File: src/rtl/pxp_pkg.sv
package pxp_pkg;
  localparam int PIX_W_DEF = 16;
  localparam int ID_W_DEF  = 5;
  localparam int BUS_W_DEF = 24;

  // Saturating increment used by the bit counter.
  function automatic int unsigned sat_inc(input int unsigned v, input int unsigned lim);
    return (v >= lim) ? lim : v + 1;
  endfunction
endpackage

File: src/rtl/pxp_shift.sv
module pxp_shift #(
  parameter int PIX_W = 16,
  localparam int CNT_W = $clog2(PIX_W + 1)
) (
  input  logic             clk,
  input  logic             rst_n,
  input  logic             bit_stb,
  input  logic             ser_in,
  input  logic             lat_rise,
  output logic [PIX_W-1:0] sh_word,
  output logic [CNT_W-1:0] bit_cnt,
  output logic             full
);
  import pxp_pkg::*;

  logic [CNT_W-1:0] cnt_next;

  always_comb cnt_next = CNT_W'(sat_inc(int'(bit_cnt), PIX_W));

  always_ff @(posedge clk) begin
    if (!rst_n) begin
      sh_word <= '0;
      bit_cnt <= '0;
    end else if (lat_rise) begin
      sh_word <= {{(PIX_W-1){1'b0}}, ser_in & bit_stb};
      bit_cnt <= bit_stb ? CNT_W'(1) : '0;
    end else if (bit_stb) begin
      sh_word <= {sh_word[PIX_W-2:0], ser_in};
      bit_cnt <= cnt_next;
    end
  end

  assign full = (bit_cnt == CNT_W'(PIX_W));
endmodule

File: src/rtl/pxp_hold.sv
module pxp_hold #(
  parameter int PIX_W = 16
) (
  input  logic             clk,
  input  logic             rst_n,
  input  logic             lat_in,
  input  logic [PIX_W-1:0] sh_word,
  input  logic             full,
  output logic             lat_rise,
  output logic [PIX_W-1:0] held,
  output logic             short_word
);
  logic lat_q;

  assign lat_rise = lat_in & ~lat_q;

  always_ff @(posedge clk) begin
    if (!rst_n) begin
      lat_q      <= 1'b0;
      held       <= '0;
      short_word <= 1'b0;
    end else begin
      lat_q <= lat_in;
      if (lat_rise) begin
        held <= sh_word;
        if (!full) short_word <= 1'b1;
      end
    end
  end
endmodule

File: src/rtl/pxp_decode.sv
module pxp_decode #(
  parameter int PIX_W = 16,
  parameter int ID_W  = 5,
  parameter int BUS_W = 24,
  localparam int ADR_W = ID_W - 1,
  localparam int PAD_W = BUS_W - PIX_W - ID_W
) (
  input  logic             rd_req,
  input  logic             rd_space,
  input  logic [ADR_W-1:0] rd_addr,
  input  logic [ID_W-1:0]  board_id,
  input  logic [PIX_W-1:0] held,
  output logic             hit,
  output logic             rd_oe,
  output logic [BUS_W-1:0] rd_data
);
  function automatic logic [BUS_W-1:0] pack_word(input logic [ID_W-1:0] id,
                                                 input logic [PIX_W-1:0] pix);
    return {{PAD_W{1'b0}}, id, pix};
  endfunction

  assign hit     = ({rd_space, rd_addr} == board_id);
  assign rd_oe   = rd_req & hit;
  assign rd_data = rd_oe ? pack_word(board_id, held) : '0;
endmodule

File: src/rtl/pxp_readout_port.sv
module pxp_readout_port #(
  parameter int PIX_W = pxp_pkg::PIX_W_DEF,
  parameter int ID_W  = pxp_pkg::ID_W_DEF,
  parameter int BUS_W = pxp_pkg::BUS_W_DEF,
  localparam int ADR_W = ID_W - 1,
  localparam int CNT_W = $clog2(PIX_W + 1)
) (
  input  logic             clk,
  input  logic             rst_n,
  input  logic             bit_stb,
  input  logic             ser_in,
  input  logic             lat_in,
  input  logic [ID_W-1:0]  board_id,
  input  logic             rd_req,
  input  logic             rd_space,
  input  logic [ADR_W-1:0] rd_addr,
  output logic             rd_oe,
  output logic [BUS_W-1:0] rd_data,
  output logic             word_full,
  output logic             short_word
);
  logic             lat_rise_w;
  logic [PIX_W-1:0] sh_word_w;
  logic [CNT_W-1:0] bit_cnt_w;
  logic [PIX_W-1:0] held_w;
  logic             hit_w;

  pxp_shift #(.PIX_W(PIX_W)) u_shift (
    .clk(clk), .rst_n(rst_n), .bit_stb(bit_stb), .ser_in(ser_in),
    .lat_rise(lat_rise_w), .sh_word(sh_word_w), .bit_cnt(bit_cnt_w),
    .full(word_full)
  );

  pxp_hold #(.PIX_W(PIX_W)) u_hold (
    .clk(clk), .rst_n(rst_n), .lat_in(lat_in), .sh_word(sh_word_w),
    .full(word_full), .lat_rise(lat_rise_w), .held(held_w),
    .short_word(short_word)
  );

  pxp_decode #(.PIX_W(PIX_W), .ID_W(ID_W), .BUS_W(BUS_W)) u_dec (
    .rd_req(rd_req), .rd_space(rd_space), .rd_addr(rd_addr),
    .board_id(board_id), .held(held_w), .hit(hit_w), .rd_oe(rd_oe),
    .rd_data(rd_data)
  );
endmodule

File: config.mk
export PLATFORM = sky130hd
export DESIGN_NAME = pxp_readout_port
export DESIGN_NICKNAME = d
export VERILOG_FILES = /design/src/rtl/pxp_pkg.sv /design/src/rtl/pxp_shift.sv /design/src/rtl/pxp_hold.sv /design/src/rtl/pxp_decode.sv /design/src/rtl/pxp_readout_port.sv
export SDC_FILE = /design/constraint.sdc
export NUM_CORES = 1
export LEC_CHECK = 0
export BUFFER_PORTS_ARGS = -buffer_cell sky130_fd_sc_hd__buf_2
export CORE_MARGIN = 8
export CORE_UTILIZATION = 52
export DETAILED_ROUTE_END_ITERATION = 10
export PLACE_DENSITY = 0.78
export SLEW_MARGIN = 10
export SYNTH_ARGS = -nofsm -noshare
export SYNTH_HDL_FRONTEND = slang
export SYNTH_SLANG_ARGS = --single-unit
File: constraint.sdc
create_clock -name clk -period 1.3 [get_ports clk]
set_input_delay 0 -clock clk [delete_from_list [all_inputs] [get_ports clk]]
set_output_delay 0 -clock clk [all_outputs]
set_load 0.01 [all_outputs]
==> qor.csv, run 1 <==
stage;metric;value;unit
logic_synthesis;Yosys Warn Count;0;
critical_path;Reg-to-Reg End;u_shift.bit_cnt[2]$_SDFFE_PN0P_;
worst_hold_path;Hold Path Origin;rst_n;
floorplanning;Rows;21;
global_route;global-route wire length before repair;5.95;mm
critical_path;worst reg2reg startpoint;u_shift.bit_cnt[0]$_SDFFE_PN0P_;
critical_path;crit path DAT;1.26;ns
cells_and_area;final non-filler cell area;0.00216;mm2
critical_path;CP startpoint;u_shift.bit_cnt[0]$_SDFFE_PN0P_;
critical_path;critical path type;reg -> out;
logic_synthesis;Post-synth EDFFs;0;
clock_tree;Clock Tree Root;clkbuf_4;
logic_synthesis;Post-Syn Area per Cell;8.17;um2
cells_and_area;nets@finish;281;
worst_hold_path;Min-Delay Path Class;in -> reg;
logic_synthesis;Netlist Area Pre-Place;0.00178;mm2
pwr;share of total power in the clock network;30.2;%
cells_and_area;area occupied by multi-input gates;863;um2
cells_and_area;share of cells above drive strength 1;26.5;%
cells_and_area;Fill cells;295;
critical_path;CP required;1.30;ns
logic_synthesis;most frequent cell after synthesis;dfxtp_1;
global_route;number of antenna violations at the first check in global routing;0;
sta;Final period util;96.8;%
pwr;Peak VDD IR;0.684;mV
pwr;Int Pwr;1.51;mW
logic_synthesis;Syn Inst Count;218;
sta;fin crit period;1.26;ns
clock_tree;CTS tree;yes;
placement;DP Cell Count;296;
sta;Peak Freq;794;MHz
detailed_routing;Routed WL;3.58;mm
clock_tree;clock sinks;39;
logic_synthesis;top-area cell type share of the netlist area;43.9;%
cells_and_area;Layout Cells excl Fill;310;
sta;Setup Skew;0.0155;ns
clock_tree;clock buffer depth;2;
floorplanning;Initial Util;53.8;%
worst_hold_path;Hold EP;u_hold.short_word$_SDFFE_PN0P_;
detailed_routing;DR iter-0 viols;103;
logic_synthesis;ys flop type;dfxtp_1;
logic_synthesis;sequential-to-total area share from yosys stat;43.9;%
pwr;leakage power;0.879;nW
logic_synthesis;number of synthesized register bits;39;
critical_path;crit start category;flip-flop;
detailed_routing;Residual DRC;0;
sta;Final Setup Violations;0;
sta;RSZ-0062 raised after global routing;true;
global_route;vias in the first global route;1304;
global_route;GRT overflow;0;
detailed_routing;Routed WL per cell;11.5;um
sta;Final Max Tran Viols;0;
clock_tree;Reg clk slew, reported paths;0.12;ns
cells_and_area;Antenna Cells;0;
pwr;Comb pwr share;10.6;%
floorplanning;Die H;74.5;um
status;outcome;complete, no violations;
cells_and_area;Register Area;783;um2
pwr;sw frac;26.5;%
detailed_routing;First-pass DRT Iterations;4;
worst_hold_path;hold path depth;2;
logic_synthesis;area leader, netlist;dfxtp_1;
floorplanning;Core Region;0.00331;mm2
floorplanning;full die area;0.00555;mm2
pwr;Reg power frac;59.1;%
critical_path;Reg2Reg Depth;5;
critical_path;critical path endpoint category;output port;
pwr;NetSw;0.545;mW
pwr;pwr dens;951;mW/mm2
global_route;pin count of the biggest net entering global routing;23;
clock_tree;Worst-Skew Late Latency;0.36;ns
job;Max-Cap Viols;0;
logic_synthesis;Area contributors post-synth;dfxtp_1, mux2i_1, nand2_1;
logic_synthesis;Synth cell types;31;
global_route;GR Util All Layers;13.8;%
clock_tree;Num CTS Buffers;5;
logic_synthesis;commonest cells in the netlist;dfxtp_1, nand2_1, inv_1;
detailed_routing;DR vias;1485;
detailed_routing;Vias/cell;4.79;
placement;gp weighted congestion;0.764;
clock_tree;CTS HTree Levels;2;
placement;count of buffers from port buffering;39;
detailed_routing;Routed Antenna Nets;0;
placement;placed cell areas;0.00202;mm2
sta;worst hold slack;0.0301;ns
cells_and_area;Layout area overhead;21.3;%
floorplanning;num ports;43;
sta;Final Hold Vio Count;0;
critical_path;worst-path fanout max;2;
placement;hpwl dp;2.58;mm
critical_path;reg-to-reg setup timing slack;0.05;ns
logic_synthesis;Post-synth ARST share;0;%
floorplanning;Die Wd;74.5;um
-- worst max path at each step --
| stage | to | slack (ns) | depth (start not counted) |
|---|---|---|---|
| 2_1_floorplan | u_shift.bit_cnt[3]$_SDFFE_PN0P_ | 0.19 | 3 |
| 3_3_place_gp | u_shift.bit_cnt[3]$_SDFFE_PN0P_ | 0.15 | 3 |
| 3_5_place_dp | u_shift.bit_cnt[3]$_SDFFE_PN0P_ | 0.11 | 3 |
| 4_1_cts | word_full | 0.007 | 4 |
| 5_1_grt | word_full | -0.02 | 4 |
| 6_report | word_full | 0.04 | 4 |
-- registers in the layout (all words and copies together), names as in the netlist --
name,flops
u_hold.short_word,1
u_shift.bit_cnt,5
u_shift.sh_word,16
u_hold.lat_q,1
u_hold.held,16
-- timing repair --
action	4_1_cts	5_1_grt
hold buffers	2	0
buffers inserted	3	1
pin swaps	0	2
resized for setup	3	8
endpoints found under the hold margin	2	0
endpoints found under the setup margin	1	3
cloned	0	0
-- routing by layer --
metal | wire length [um] | global-route usage, % | vias up
met3 | 336 | 4.85 | 7
met2 | 1500 | 20.2 | 39
met5 | 0 | 0 | -
met4 | 67 | 7.17 | 0
li1 | - | - | 783
met1 | 1680 | 17.3 | 656
-- area by class of cell --
class                      instances  area share (%)
clock buffer                       5            1.74
clock inverter                     3           0.927
tap                               46            2.67
sequential                        39            36.3
multi-input combinational        141            40.0
timing repair buffer              53            14.4
inverter                          23            4.00
-- critical path, cell delays in order (launching register included) --
cell	delay, ns
dfxtp_2	0.36
inv_2	0.05
ha_4	0.15
and4bb_2	0.23
buf_6	0.12
-- placed cells by master, fill, tap and decap left out, drive strengths merged, types with 3 or more instances in the layout --
cell	instances
buf	51
dfxtp	39
nand2	35
inv	23
nor3	21
nor2	19
a21boi	18
mux2i	15
xnor2	5
clkbuf	5
nand3b	4
conb	3
-- metrics by stage --
step | setup slack [ns] | setup TNS, ns | power [mW] | util, %
after CTS | 0.00684 | 0 | 2.06 | 64.2
after detailed placement | 0.107 | 0 | 1.44 | 60.9
after global placement | 0.148 | 0 | 1.44 | 60.9
final | 0.0412 | 0 | 2.05 | 65.2
after global routing | -0.0211 | -0.0396 | 2.13 | 65.2
after floorplan | 0.188 | 0 | 1.38 | -
-- kinds of logic after synthesis --
group,Yosys count,synth area share [%]
buffers and inverters,40,9.56
other,1,0.211
and+or+nand+nor,91,24.0
adders and majority gates,2,1.41
xor gates and xnor gates,5,2.46
DFF,39,43.9
AOI/OAI and AO/OA,25,10.1
muxes,15,8.43
-- power by group through the flow --
stage | sequential, mW | combinational (mW) | clock [mW]
floorplan | 1.24 | 0.140 | 0
global placement | 1.24 | 0.197 | 0
detailed placement | 1.24 | 0.200 | 0
CTS | 1.21 | 0.211 | 0.632
global route | 1.22 | 0.242 | 0.675
finish | 1.21 | 0.218 | 0.621
Note: power is estimated with default switching activity, not from simulation.
==> run 2: changes to the inputs <==
--- a/config.mk
+++ b/config.mk
@@ -7,9 +7,10 @@
 export LEC_CHECK = 0
 export BUFFER_PORTS_ARGS = -buffer_cell sky130_fd_sc_hd__buf_2
 export CORE_MARGIN = 8
-export CORE_UTILIZATION = 52
+export CORE_UTILIZATION = 55
+export CTS_BUF_LIST = sky130_fd_sc_hd__clkbuf_8
 export DETAILED_ROUTE_END_ITERATION = 10
-export PLACE_DENSITY = 0.78
+export PLACE_DENSITY = 0.82
 export SLEW_MARGIN = 10
 export SYNTH_ARGS = -nofsm -noshare
 export SYNTH_HDL_FRONTEND = slang
==> run 2 against run 1 <==
Against the previous run: flip-flop and latch count did not move; worst setup slack improved by 0.027 ns; worst hold slack improved by 0.073 ns; critical endpoint unchanged; highest routed layer unchanged; maximum frequency rose by 2.2%.
==> qor.csv, run 2 (same netlist as run 1, synthesis figures left out) <==
stage;metric;value;unit
cells_and_area;final core utilization;69.7;%
global_route;GR Util All Layers;14.5;%
critical_path;worst-path fanout max;4;
floorplanning;Rows;20;
detailed_routing;DR iter-0 viols;106;
sta;Post-Route Setup TNS;0;ns
critical_path;critical path, cell by cell;inv_2 > ha_1 > and4bb_2 > buf_4;
global_route;met2 Usage GRT;20.9;%
pwr;NetSw;0.518;mW
sta;Peak Freq;812;MHz
critical_path;CP max stage delay;0.36;ns
cells_and_area;Layout area overhead;20.4;%
clock_tree;Worst-Skew Late Latency;0.29;ns
critical_path;critical path endpoint category;output port;
critical_path;WP buf/inv;2;
critical_path;crit path DAT;1.23;ns
global_route;number of antenna violations at the first check in global routing;0;
pwr;Reg power frac;51.4;%
clock_tree;Reg clk slew, reported paths;0.07;ns
placement;hpwl dp;2.50;mm
floorplanning;num ports;43;
detailed_routing;DR vias;1483;
clock_tree;Clock Tree Root;clkbuf_8;
critical_path;critical path type;reg -> out;
pwr;leakage power;0.884;nW
cells_and_area;most frequent cells in the layout;buf_2, dfxtp_1, nand2_1;
worst_hold_path;Min-Delay Path Class;in -> reg;
detailed_routing;First-pass DRT Iterations;4;
placement;count of buffers from port buffering;39;
clock_tree;Num CTS Buffers;5;
detailed_routing;Residual DRC;0;
floorplanning;Initial Util;57.8;%
pwr;share of total power in the clock network;40.0;%
pwr;Int Pwr;1.84;mW
detailed_routing;Routed Antenna Nets;0;
clock_tree;CTS HTree Levels;2;
global_route;pin count of the biggest net entering global routing;23;
job;Max-Cap Viols;0;
cells_and_area;commonest non-fill, non-tap cell in the layout;buf_2;
global_route;met3 Use GR;5.77;%
critical_path;Max stage delay cell, worst path;dfxtp_4;
placement;pre-CTS WS;0.122;ns
global_route;vias in the first global route;1276;
pwr;Peak VDD IR;0.734;mV
clock_tree;CTS tree;yes;
floorplanning;full die area;0.00531;mm2
clock_tree;clock sinks;39;
detailed_routing;Routed WL per cell;11.8;um
detailed_routing;Vias/cell;4.89;
sta;fin crit period;1.23;ns
sta;Final Setup Violations;0;
critical_path;crit start category;flip-flop;
global_route;gr busiest metal;met2;
floorplanning;Die H;72.9;um
global_route;GRT overflow;0;
pwr;Comb pwr share;8.6;%
cells_and_area;share of cells above drive strength 1;22.4;%
status;outcome;complete, no violations;
cells_and_area;Fill cells;254;
sta;Final Hold Vio Count;0;
global_route;met1 global-route usage;18.2;%
cells_and_area;biggest regs;u_hold.held (16), u_shift.sh_word (16), u_shift.bit_cnt (5);
sta;Final Max Tran Viols;0;
sta;worst setup margin;0.0680;ns
floorplanning;Die Wd;72.9;um
pwr;sw frac;21.9;%
sta;Setup Skew;0.00403;ns
cells_and_area;Antenna Cells;0;
sta;Final period util;94.8;%
cells_and_area;nets@finish;277;
sta;RSZ-0062 raised after global routing;false;
placement;gp weighted congestion;0.748;
pwr;pwr dens;1100;mW/mm2
global_route;global-route wire length before repair;6.04;mm
clock_tree;clock buffer depth;2;
detailed_routing;Routed WL;3.59;mm
floorplanning;Core Region;0.00308;mm2
critical_path;CP delay by family, top;flip-flops;
critical_path;CP required;1.30;ns
## run 2: power by group through the flow
stage / Combinational [mW] / Sequential, mW / Clock (mW)
final: 0.203 / 1.21 / 0.945
after global placement: 0.194 / 1.24 / 0
after floorplan: 0.140 / 1.24 / 0
after detailed placement: 0.196 / 1.24 / 0
after CTS: 0.203 / 1.21 / 0.972
after global routing: 0.226 / 1.21 / 1.02
## run 2: final cells by class
cell class	instances	area [um2]	share of cell area (%)
Multi-Input combinational cell	141	837	39.0
Sequential cell	39	786	36.6
Timing Repair Buffer	49	278	13.0
Inverter	23	86.3	4.03
Clock buffer	5	68.8	3.21
Tap cell	44	55.1	2.57
Clock inverter	2	33.8	1.58
## run 2: worst paths after layout
path / start / endpoint / slack [ns] / cells past startpoint
setup / recovery: u_shift.bit_cnt[0]$_SDFFE_PN0P_ / word_full / 0.07 / 4
hold / removal: rst_n / u_hold.short_word$_SDFFE_PN0P_ / 0.10 / 2
setup reg to reg: u_shift.bit_cnt[2]$_SDFFE_PN0P_ / u_shift.bit_cnt[3]$_SDFFE_PN0P_ / 0.11 / 3
hold reg to reg: u_hold.held[6]$_SDFFE_PN0P_ / u_hold.held[6]$_SDFFE_PN0P_ / 0.45 / 2
## run 2: repair_timing
action,CTS,global route
resized for setup,0,5
buffers inserted,0,1
hold endpoints to repair,2,0
endpoints found under the setup margin,0,1
hold buffers,2,0
## run 2: metal layers
metal,up-vias,share of wire (%)
li1,772,-
met1,668,48
met2,36,42
met3,7,7.6
met4,0,1.8
met5,-,0
## run 2: worst register-to-register path, stage by stage (launching register included)
cell	delay, ns
dfxtp_1	0.39
nand3_1	0.11
or4b_1	0.46
a31oi_1	0.17
## run 2: stage by stage
stage / power, mW / instance area [um2] / cells / hold WS, ns
2_1_floorplan: 1.38 / 1790 / 220 / 0.0946
3_3_place_gp: 1.43 / 2010 / 293 / 0.238
3_5_place_dp: 1.44 / 2010 / 293 / 0.234
4_1_cts: 2.39 / 2130 / 302 / 0.0941
5_1_grt: 2.46 / 2140 / 303 / 0.127
6_report: 2.36 / 2140 / 303 / 0.104
